File: src/rtl/fcuart_pkg.sv
package fcuart_pkg;

    localparam int CTL_W         = 16;
    localparam int CTL_BIT_GLOB  = 0;
    localparam int CTL_BIT_TXEN  = 8;
    localparam int CTL_BIT_RXEN  = 9;
    localparam int CTL_BIT_RTSFC = 14;
    localparam int CTL_BIT_CTSFC = 15;

    localparam logic [CTL_W-1:0] CTL_RESET = 16'h0300;
    localparam logic [CTL_W-1:0] CTL_MASK  =
        (CTL_W'(1) << CTL_BIT_GLOB)  | (CTL_W'(1) << CTL_BIT_TXEN) |
        (CTL_W'(1) << CTL_BIT_RXEN)  | (CTL_W'(1) << CTL_BIT_RTSFC) |
        (CTL_W'(1) << CTL_BIT_CTSFC);

    typedef struct packed {
        logic cts_fc;
        logic rts_fc;
        logic rx_en;
        logic tx_en;
        logic glob_en;
    } ctl_t;

    typedef enum logic [1:0] {
        LN_IDLE  = 2'd0,
        LN_START = 2'd1,
        LN_DATA  = 2'd2,
        LN_STOP  = 2'd3
    } line_state_t;

    function automatic ctl_t ctl_decode(input logic [CTL_W-1:0] w);
        ctl_t c;
        c.glob_en = w[CTL_BIT_GLOB];
        c.tx_en   = w[CTL_BIT_TXEN];
        c.rx_en   = w[CTL_BIT_RXEN];
        c.rts_fc  = w[CTL_BIT_RTSFC];
        c.cts_fc  = w[CTL_BIT_CTSFC];
        return c;
    endfunction

    function automatic logic [CTL_W-1:0] ctl_encode(input ctl_t c);
        logic [CTL_W-1:0] w;
        w                = '0;
        w[CTL_BIT_GLOB]  = c.glob_en;
        w[CTL_BIT_TXEN]  = c.tx_en;
        w[CTL_BIT_RXEN]  = c.rx_en;
        w[CTL_BIT_RTSFC] = c.rts_fc;
        w[CTL_BIT_CTSFC] = c.cts_fc;
        return w;
    endfunction

endpackage

File: src/rtl/fcuart_sync.sv
module fcuart_sync #(
    parameter int   STAGES  = 2,
    parameter logic RST_VAL = 1'b1
) (
    input  logic clk,
    input  logic rst,
    input  logic d_i,
    output logic q_o
);
    logic [STAGES-1:0] ff;

    always_ff @(posedge clk) begin
        if (rst) ff <= {STAGES{RST_VAL}};
        else     ff <= {ff[STAGES-2:0], d_i};
    end

    assign q_o = ff[STAGES-1];
endmodule

File: src/rtl/fcuart_tx.sv
module fcuart_tx
    import fcuart_pkg::*;
#(
    parameter int DATA_W = 8,
    parameter int OVS    = 16
) (
    input  logic              clk,
    input  logic              rst,
    input  logic              tick_i,
    input  logic              en_i,
    input  logic              cts_ok_i,
    input  logic [DATA_W-1:0] data_i,
    input  logic              valid_i,
    output logic              ready_o,
    output logic              txd_o
);
    localparam int CNT_W = $clog2(OVS);
    localparam int BIT_W = $clog2(DATA_W + 1);
    localparam logic [CNT_W-1:0] CNT_LAST = CNT_W'(OVS - 1);
    localparam logic [BIT_W-1:0] BIT_LAST = BIT_W'(DATA_W - 1);

    line_state_t       st;
    logic [CNT_W-1:0]  cnt;
    logic [BIT_W-1:0]  bidx;
    logic [DATA_W-1:0] sh;

    // A new frame may only begin from idle with both gates open.
    assign ready_o = (st == LN_IDLE) && en_i && cts_ok_i;

    always_ff @(posedge clk) begin
        if (rst) begin
            st   <= LN_IDLE;
            cnt  <= '0;
            bidx <= '0;
            sh   <= '0;
        end else if (st == LN_IDLE) begin
            if (valid_i && ready_o) begin
                sh  <= data_i;
                cnt <= '0;
                st  <= LN_START;
            end
        end else if (tick_i) begin
            if (cnt == CNT_LAST) begin
                cnt <= '0;
                case (st)
                    LN_START: begin
                        st   <= LN_DATA;
                        bidx <= '0;
                    end
                    LN_DATA: begin
                        sh <= sh >> 1;
                        if (bidx == BIT_LAST) st <= LN_STOP;
                        else                  bidx <= bidx + 1'b1;
                    end
                    default: st <= LN_IDLE;
                endcase
            end else begin
                cnt <= cnt + 1'b1;
            end
        end
    end

    always_comb begin
        case (st)
            LN_START: txd_o = 1'b0;
            LN_DATA:  txd_o = sh[0];
            default:  txd_o = 1'b1;
        endcase
    end

    a_r3_start_needs_enable: assert property (@(posedge clk) disable iff (rst)
        (st == LN_START && $past(st) == LN_IDLE) |-> $past(en_i));
    a_r4_start_needs_cts: assert property (@(posedge clk) disable iff (rst)
        (st == LN_START && $past(st) == LN_IDLE) |-> $past(cts_ok_i));
    a_r3_frame_not_cut: assert property (@(posedge clk) disable iff (rst)
        (st == LN_DATA) |=> (st != LN_IDLE));
    a_r2_moves_on_tick: assert property (@(posedge clk) disable iff (rst)
        (st != LN_IDLE && !tick_i) |=> (st == $past(st)));
endmodule

File: src/rtl/fcuart_rx.sv
module fcuart_rx
    import fcuart_pkg::*;
#(
    parameter int DATA_W = 8,
    parameter int OVS    = 16
) (
    input  logic              clk,
    input  logic              rst,
    input  logic              tick_i,
    input  logic              en_i,
    input  logic              rxd_i,
    output logic [DATA_W-1:0] data_o,
    output logic              push_o
);
    localparam int CNT_W = $clog2(OVS);
    localparam int BIT_W = $clog2(DATA_W + 1);
    localparam logic [CNT_W-1:0] CNT_LAST = CNT_W'(OVS - 1);
    localparam logic [CNT_W-1:0] CNT_MID  = CNT_W'(OVS / 2 - 1);
    localparam logic [BIT_W-1:0] BIT_LAST = BIT_W'(DATA_W - 1);

    line_state_t       st;
    logic [CNT_W-1:0]  cnt;
    logic [BIT_W-1:0]  bidx;
    logic [DATA_W-1:0] sh;

    always_ff @(posedge clk) begin
        if (rst) begin
            st     <= LN_IDLE;
            cnt    <= '0;
            bidx   <= '0;
            sh     <= '0;
            push_o <= 1'b0;
        end else begin
            push_o <= 1'b0;
            if (tick_i) begin
                case (st)
                    LN_IDLE: begin
                        if (en_i && !rxd_i) begin
                            st  <= LN_START;
                            cnt <= '0;
                        end
                    end
                    LN_START: begin
                        if (cnt == CNT_MID) begin
                            cnt  <= '0;
                            bidx <= '0;
                            st   <= rxd_i ? LN_IDLE : LN_DATA;
                        end else begin
                            cnt <= cnt + 1'b1;
                        end
                    end
                    LN_DATA: begin
                        if (cnt == CNT_LAST) begin
                            cnt <= '0;
                            sh  <= {rxd_i, sh[DATA_W-1:1]};
                            if (bidx == BIT_LAST) st <= LN_STOP;
                            else                  bidx <= bidx + 1'b1;
                        end else begin
                            cnt <= cnt + 1'b1;
                        end
                    end
                    default: begin
                        if (cnt == CNT_LAST) begin
                            cnt    <= '0;
                            push_o <= rxd_i;
                            st     <= LN_IDLE;
                        end else begin
                            cnt <= cnt + 1'b1;
                        end
                    end
                endcase
            end
        end
    end

    assign data_o = sh;

    a_r6_start_needs_enable: assert property (@(posedge clk) disable iff (rst)
        (st == LN_START && $past(st) == LN_IDLE) |-> $past(en_i));
    a_r6_frame_not_cut: assert property (@(posedge clk) disable iff (rst)
        (st == LN_DATA) |=> (st != LN_IDLE));
    a_r5_push_after_stop: assert property (@(posedge clk) disable iff (rst)
        push_o |-> ($past(st) == LN_STOP && $past(rxd_i)));
endmodule

File: src/rtl/fcuart_fifo.sv
module fcuart_fifo #(
    parameter int W     = 8,
    parameter int DEPTH = 8
) (
    input  logic         clk,
    input  logic         rst,
    input  logic         push_i,
    input  logic [W-1:0] data_i,
    input  logic         pop_i,
    output logic [W-1:0] data_o,
    output logic         valid_o,
    output logic         full_o
);
    localparam int PTR_W = (DEPTH > 1) ? $clog2(DEPTH) : 1;
    localparam int CNT_W = $clog2(DEPTH + 1);
    localparam logic [PTR_W-1:0] PTR_LAST = PTR_W'(DEPTH - 1);
    localparam logic [CNT_W-1:0] CNT_FULL = CNT_W'(DEPTH);

    logic [W-1:0]     mem [DEPTH];
    logic [PTR_W-1:0] wr_ptr, rd_ptr;
    logic [CNT_W-1:0] count;
    logic             do_push, do_pop;

    function automatic logic [PTR_W-1:0] ptr_next(input logic [PTR_W-1:0] p);
        return (p == PTR_LAST) ? '0 : p + 1'b1;
    endfunction

    assign full_o  = (count == CNT_FULL);
    assign valid_o = (count != '0);
    assign do_push = push_i && !full_o;
    assign do_pop  = pop_i && valid_o;
    assign data_o  = mem[rd_ptr];

    always_ff @(posedge clk) begin
        if (do_push) mem[wr_ptr] <= data_i;
    end

    always_ff @(posedge clk) begin
        if (rst) begin
            wr_ptr <= '0;
            rd_ptr <= '0;
            count  <= '0;
        end else begin
            if (do_push) wr_ptr <= ptr_next(wr_ptr);
            if (do_pop)  rd_ptr <= ptr_next(rd_ptr);
            case ({do_push, do_pop})
                2'b10:   count <= count + 1'b1;
                2'b01:   count <= count - 1'b1;
                default: count <= count;
            endcase
        end
    end

    a_r7_count_bound: assert property (@(posedge clk) disable iff (rst)
        count <= CNT_FULL);
    a_r7_full_drop: assert property (@(posedge clk) disable iff (rst)
        (full_o && push_i && !pop_i) |=> (full_o && $stable(wr_ptr)));
    a_r9_valid_held: assert property (@(posedge clk) disable iff (rst)
        (valid_o && !pop_i) |=> (valid_o && $stable(rd_ptr)));
endmodule

File: src/rtl/fcuart_core.sv
module fcuart_core
    import fcuart_pkg::*;
#(
    parameter int DATA_W      = 8,
    parameter int OVS         = 16,
    parameter int FIFO_DEPTH  = 8,
    parameter int SYNC_STAGES = 2
) (
    input  logic              clk,
    input  logic              rst,
    input  logic              baud_tick_i,
    input  logic              ctl_we_i,
    input  logic [CTL_W-1:0]  ctl_wdata_i,
    output logic [CTL_W-1:0]  ctl_rdata_o,
    input  logic [DATA_W-1:0] tx_data_i,
    input  logic              tx_valid_i,
    output logic              tx_ready_o,
    output logic              txd_o,
    input  logic              rxd_i,
    input  logic              cts_n_i,
    output logic              rts_n_o,
    output logic [DATA_W-1:0] rx_data_o,
    output logic              rx_valid_o,
    input  logic              rx_ready_i
);
    ctl_t              ctl_q;
    logic              rxd_s, cts_n_s;
    logic              tx_en, rx_en, cts_ok;
    logic [DATA_W-1:0] rx_byte;
    logic              rx_push, fifo_full;

    always_ff @(posedge clk) begin
        if (rst)           ctl_q <= ctl_decode(CTL_RESET);
        else if (ctl_we_i) ctl_q <= ctl_decode(ctl_wdata_i);
    end
    assign ctl_rdata_o = ctl_encode(ctl_q);

    fcuart_sync #(.STAGES(SYNC_STAGES), .RST_VAL(1'b1)) u_sync_rxd (
        .clk(clk), .rst(rst), .d_i(rxd_i), .q_o(rxd_s));
    fcuart_sync #(.STAGES(SYNC_STAGES), .RST_VAL(1'b1)) u_sync_cts (
        .clk(clk), .rst(rst), .d_i(cts_n_i), .q_o(cts_n_s));

    assign tx_en  = ctl_q.glob_en && ctl_q.tx_en;
    assign rx_en  = ctl_q.glob_en && ctl_q.rx_en;
    assign cts_ok = !ctl_q.cts_fc || !cts_n_s;

    fcuart_tx #(.DATA_W(DATA_W), .OVS(OVS)) u_tx (
        .clk(clk), .rst(rst), .tick_i(baud_tick_i), .en_i(tx_en),
        .cts_ok_i(cts_ok), .data_i(tx_data_i), .valid_i(tx_valid_i),
        .ready_o(tx_ready_o), .txd_o(txd_o));

    fcuart_rx #(.DATA_W(DATA_W), .OVS(OVS)) u_rx (
        .clk(clk), .rst(rst), .tick_i(baud_tick_i), .en_i(rx_en),
        .rxd_i(rxd_s), .data_o(rx_byte), .push_o(rx_push));

    fcuart_fifo #(.W(DATA_W), .DEPTH(FIFO_DEPTH)) u_fifo (
        .clk(clk), .rst(rst), .push_i(rx_push), .data_i(rx_byte),
        .pop_i(rx_ready_i), .data_o(rx_data_o), .valid_o(rx_valid_o),
        .full_o(fifo_full));

    assign rts_n_o = ctl_q.rts_fc ? fifo_full : 1'b0;

    a_r1_write_visible: assert property (@(posedge clk) disable iff (rst)
        $past(ctl_we_i) |-> (ctl_rdata_o == ($past(ctl_wdata_i) & CTL_MASK)));
    a_r8_rts_needs_option: assert property (@(posedge clk) disable iff (rst)
        rts_n_o |-> ctl_q.rts_fc);
    a_r9_data_held: assert property (@(posedge clk) disable iff (rst)
        (rx_valid_o && !rx_ready_i) |=> (rx_valid_o && $stable(rx_data_o)));
endmodule

File: config.mk
export PLATFORM = sky130hd
export DESIGN_NAME = fcuart_core
export DESIGN_NICKNAME = d
export VERILOG_FILES = /design/src/rtl/fcuart_pkg.sv /design/src/rtl/fcuart_sync.sv /design/src/rtl/fcuart_tx.sv /design/src/rtl/fcuart_rx.sv /design/src/rtl/fcuart_fifo.sv /design/src/rtl/fcuart_core.sv
export SDC_FILE = /design/constraint.sdc
export NUM_CORES = 1
export LEC_CHECK = 0
export ABC_AREA = 1
export BUFFER_PORTS_ARGS = -buffer_cell sky130_fd_sc_hd__buf_2
export CORE_MARGIN = 1
export CORE_UTILIZATION = 63
export CTS_CLUSTER_DIAMETER = 120
export DETAILED_ROUTE_END_ITERATION = 10
export PLACE_DENSITY = 0.91
export SKIP_CTS_REPAIR_TIMING = 1
export SLEW_MARGIN = 0
export SYNTH_ARGS = -nofsm -noshare
export SYNTH_HDL_FRONTEND = slang
export SYNTH_HIERARCHICAL = 1
export SYNTH_SLANG_ARGS = --single-unit
export TNS_END_PERCENT = 5
File: constraint.sdc
create_clock -name clk -period 5.5 [get_ports clk]
set_clock_uncertainty 0.1 [all_clocks]
set_input_delay 1.1 -clock clk [delete_from_list [all_inputs] [get_ports clk]]
set_output_delay 1.1 -clock clk [all_outputs]
set_load 0.02 [all_outputs]
# [After elaboration in Yosys (flattened, before gate mapping)]
# Memory sizes are Yosys's and may differ from the RTL's. A register that Yosys moved wholly into a read port is not among the register bits.
# Index checks and enable logic that the tools add are counted.
[word_totals] regBits=56 latch_bits=0 mem_bits_rw=64 rom_bits=0 n_memories=1
[op_classes] add_sub_neg=8 n_mul=0 div_mod_pow=0 order_cmp=0 eq_ne=22 shift=0 muxes=41 n_bitwise=3 n_reduce_logical=32
[mem_list] memory="u_fifo.mem" depth=8 width=8 rd=1 rd_clocked_by_memory_dff=1 wr=1 line="fcuart_fifo.sv:19" text="logic [W-1:0] mem [DEPTH];"
[op_table] op="two-way mux 4 bit" count=11
[op_table] op="two-way mux 8 bit" count=5
[op_table] op="case mux 4 bit (2 select lines)" count=4
[op_table] op="two-way mux 2 bit" count=11
[op_table] op="adder 4 x 1 -> 4 bit, second input constant" count=5
[op_table] op="== test 4 x 3 -> 1 bit, second input constant" count=3
[op_table] op="== test 4 bit, second input constant" count=3
[op_table] op="two-way mux 3 bit" count=4
[op_table] op="nonzero test 2 bit" count=6
[op_table] op="AND reduction 5 bit" count=2
[op_table] op="logical AND 1 bit" count=8
[op_table] op="!= test 2 x 1 -> 1 bit, second input constant" count=4
[op_table] op="AND reduction 4 bit" count=2
[op_table] op="adder 3 x 1 -> 3 bit, second input constant" count=2
[op_table] op="== test 2 x 1 -> 1 bit, second input constant" count=3
[op_table] op="== test 2 bit, second input constant" count=3
[op_table] op="== test 3 bit, second input constant" count=2
[op_table] op="!= test 2 bit, second input constant" count=3
[op_table] op="case mux 2 bit (3 select lines)" count=1
[op_table] op="AND reduction 6 bit" count=1
[op_table] op="OR reduction 6 bit" count=1
[op_table] op="zero test 1 bit" count=4
[op_table] op="zero test 2 bit" count=2
[op_table] op="case mux 2 bit (2 select lines)" count=1
[op_table] op="other kinds (10)" count=15

# [Depth between registers and ports, before layout]
[depth] word_depth=6 depth_mapped=14

# [Hierarchy]
# The synthesis kept the hierarchy.
[by_module_without_submodules] mod="fcuart_fifo" n_inst=1 cells_per_inst=274 area_per_inst_um2=3210.6
[by_module_without_submodules] mod="fcuart_tx" n_inst=1 cells_per_inst=154 area_per_inst_um2=1023.5
[by_module_without_submodules] mod="fcuart_rx" n_inst=1 cells_per_inst=133 area_per_inst_um2=932.1
[by_module_without_submodules] mod="fcuart_core" n_inst=1 cells_per_inst=48 area_per_inst_um2=320.3
[by_module_without_submodules] mod="fcuart_sync" n_inst=2 cells_per_inst=7 area_per_inst_um2=58.8

# [Worst setup path after synthesis]
# OpenSTA, ideal clock, no wires.
[synth_path] path_kind="input to register" start="input port rx_ready_i" end="register u_fifo.count[2]" setup_time_ns=0.115 t_arrival_ns=2.218 setup_slack_ns=3.066 path_stages=11 cell_sequence="nand2_1 inv_1 ha_1 nand2_1 inv_1 nor2_1 ha_1 a21oi_1 xnor2_1 o21ai_0 inv_1"
[synth_via] elab_chain_cells=3 word_cells_on_any_way=5
[synth_rtl] element="from (decl)" line="fcuart_core.sv:24" text="input logic rx_ready_i"
[synth_rtl] element="logical AND 1 bit (*)" line="fcuart_fifo.sv:31" text="assign do_pop = pop_i && valid_o;"
[synth_rtl] element="== test 2 x 1 -> 1 bit or == test 2 bit (tied branches)" line="fcuart_fifo.sv:46" text="case ({do_push, do_pop})"
[synth_rtl] element="case mux 4 bit (2 select lines) or nonzero test 2 bit (tied branches)"
[synth_rtl] element="to (signal assigned)" line="fcuart_fifo.sv:47" text="2'b10: count <= count + 1'b1;"
[synth_rtl] element="to (signal assigned)" line="fcuart_fifo.sv:48" text="2'b01: count <= count - 1'b1;"
[synth_rtl] element="to (signal assigned)" line="fcuart_fifo.sv:49" text="default: count <= count;"
[synth_rtl] element="to (decl)" line="fcuart_fifo.sv:21" text="logic [CNT_W-1:0] count;"
# Mark *: on every way between the ends. The rest lies on a longest branch, timed or not.
# A chain may end at the register's enable or synchronous reset.

==> impl_metrics.csv <==
group,metric,value,unit
run,cap_violations,0,
pwr,max-vdd-ir-drop,0.282,mV
routing,drtIter0Drc,278,
timing,rsz0062_at_grt,"no",
place,portBuffers,37,
timing,slew_viol_final,0,
layout,layout_common_cells,"nand2_1, nor2_1, edfxtp_1, inv_1, dfxtp_1",
floorplanning,die_w,96.3,µm
clock_network,clock_sink_count,123,
synthesis,synthesis.area,5600,µm²
layout,drive_above_1_share,14.2,%
timing,hold_viol_final,0,
layout,final_nets,709,
setup_path,rrSetupSlack,3.20,ns
hold_path,min_path_type,"register to register",
clock_network,cts_root_buffer,"clkbuf_8",
pwr,power_frac_seq,37.1,%
layout,syn_to_final_growth,13.2,%
setup_path,path_cells,"o21ai_0, o22ai_1, nand2_1, nand2_1, buf_2",
place,dp_hpwl,7490,µm
pwr,power_per_cell_area,459,nW/µm²
timing,max_slew_margin,31.2,%
floorplanning,die-height,96.3,µm
clock_network,cts_tree,"yes",
layout,nFillCells,591,
floorplanning,rows,34,
routing,drc,0,
routing,routed_wl,12600,µm
setup_path,endpoint_kind,"output port",
routing,viasPerCell,5.75,
setup_path,timing.critical_path.arrival,2.35,ns
global_route,grt_usage,28.5,%
pwr,switching_share,33.4,%
setup_path,cpMostUsedCell,"nand2_1",
pwr,internal_power,0.00194,W
clock_network,cts_buffers,17,
timing,period_share,64.6,%
synthesis,syn_area_per_cell,9.00,µm²
global_route,antenna_found_initial,0,
pwr,p_total,0.00291,W
floorplanning,die_area,9280,µm²
timing,worst_pin_slew,1.03,ns
routing,drtAntennaViolNets,0,
floorplanning,start_util,64.6,%
timing,layout_min_cycle_time,3.55,ns
layout,final_util,73.1,%
clock_network,cts.path.max_buffers,2,
global_route,grt_max_degree,34,
setup_path,cp_num_cells,5,
setup_path,rr_worst_depth,6,
clock_network,clk_pin_slew,0.06,ns
clock_network,htreeDepth,4,
pwr,p_clk_share,37.9,%
timing,setup_tns,0,ns
synthesis,synth_cells,623,
layout,antennaDiodeCount,0,
place,place_congestion,0.831,
global_route,grt_pass1_wl,19500,µm
timing,max_freq,282,MHz
floorplanning,core,8680,µm²
routing,vias,4508,
synthesis,yosysWarnings,6,
setup_path,path_class,"register to output port",
routing,wire_per_inst,16.1,µm
floorplanning,top_level_ports,60,
pwr,power.switching,0.000973,W
status,status,"complete, no violations",
synthesis,ys_seq_elements,123,
global_route,grt_overflow,0,
synthesis,yosysSeqAreaShare,55.4,%
pwr,leakage,2.55,nW
setup_path,crit_required,4.30,ns
pwr,combPwrFrac,25.0,%
setup_path,worstSetupStartpointType,"register",
hold_path,min_path_cells,2,
layout,final_common_cell,"nand2_1",
setup_path,cp_top_family,"flip-flops",
routing,drtPass1Iterations,5,
setup_path,crit_slowest_cell,"dfxtp_1",
setup_path,path_buf_inv,1,
synthesis,ys_types,38,
setup_path,cp_slowest_stage_delay,1.00,ns
clock_network,clkLatencyLatePin,0.52,ns
timing,finalSetupViolCount,0,
global_route,grt_pass1_vias,4290,
setup_path,crit_path_max_fanout,32,
-- sequential cells by signal, indices dropped and copies added (netlist names), named ones only --
register	count
u_fifo/mem	64
u_rx/data_o	8
u_tx/sh	8
ctl_rdata_o	5
u_fifo/count	4
u_rx/bidx	4
u_rx/cnt	4
u_tx/bidx	4
u_tx/cnt	4
u_fifo/rd_ptr	3
u_fifo/wr_ptr	3
u_rx/st	2
u_sync_cts/ff	2
u_sync_rxd/ff	2
u_tx/st	2
u_rx/push_o	1
-- routing by layer --
metal	track usage [%]	up-vias	share of wire (%)
met2	51.2	234	51
met5	0	-	0
met3	5.77	37	7.2
met1	31.9	2122	39
li1	-	2115	-
met4	14.6	0	2.8
-- layout make-up --
| type | instances | area, µm² | area share (%) |
|---|---|---|---|
| Clock buffer | 17 | 414 | 6.53 |
| Clock inverter | 15 | 175 | 2.76 |
| Inverter | 64 | 240 | 3.79 |
| Multi-Input combinational cell | 419 | 2080 | 32.8 |
| Sequential cell | 123 | 3100 | 48.9 |
| Tap cell | 108 | 135 | 2.13 |
| Timing Repair Buffer | 38 | 193 | 3.04 |
-- kinds of logic (layout without fill, tap and decap cells) --
| kind of cell | after synthesis | in the layout | share of synthesized area (%) |
|---|---|---|---|
| flops | 123 | 123 | 55.4 |
| other cells | 1 | 11 | 0.0669 |
| xor+xnor | 6 | 6 | 0.938 |
| mux | 8 | 8 | 1.43 |
| buf+inv | 91 | 134 | 8.15 |
| compound gates | 96 | 96 | 9.04 |
| fa+ha+maj | 14 | 14 | 3.13 |
| simple gates | 284 | 284 | 21.9 |
-- path summary, 6_finish.rpt --
kind	endpoint	start
max reg2reg	u_fifo/mem[5][3]	u_fifo/count[1]
max	rx_data_o[4]	register
min	u_sync_cts/ff[1]	u_sync_cts/ff[0]
min reg2reg	u_sync_cts/ff[1]	u_sync_cts/ff[0]
-- Yosys cell counts, drive strengths merged --
cell,instances,area share [%]
a211oi,1,0.13
a21oi,26,2.3
a22oi,1,0.13
and3,1,0.11
buf,23,3.5
clkbuf,4,0.36
clkinv,1,0.067
conb,1,0.067
dfxtp,59,21
edfxtp,64,34
ha,14,3.1
inv,63,4.2
mux2i,8,1.4
nand2,133,9.4
nand3,26,2.8
nand4,8,0.89
nor2,113,8.3
nor3,2,0.18
nor3b,1,0.22
o21ai,60,5.6
o22ai,8,0.89
xnor2,2,0.31
xor2,4,0.63
-- power by group through the flow --
stage	clock network, W	logic (W)	registers, W
after floorplan	0	0.000607	0.00108
after global placement	0	0.000670	0.00109
final	0.00110	0.000728	0.00108
after CTS	0.00111	0.000719	0.00108
after detailed placement	0	0.000698	0.00110
after global routing	0.00115	0.000819	0.00109
-- tightest hold or removal path, cell delays in order, from the launching register on --
cell	delay, ns
dfxtp_1	0.31
inv_1	0.03
nand2_1	0.05
-- metrics by stage --
step / setup slack [ns] / hold slack [ns] / cells / area (µm²)
5_1_grt: 1.80 / 0.364 / 784 / 6340
6_report: 1.95 / 0.320 / 784 / 6340
3_5_place_dp: 2.56 / 0.301 / 752 / 5750
4_1_cts: 1.96 / 0.322 / 784 / 6340
3_3_place_gp: 2.62 / 0.298 / 752 / 5750
2_1_floorplan: 3.07 / 0.287 / 633 / 5640
Note: power is estimated with default switching activity, not from simulation.
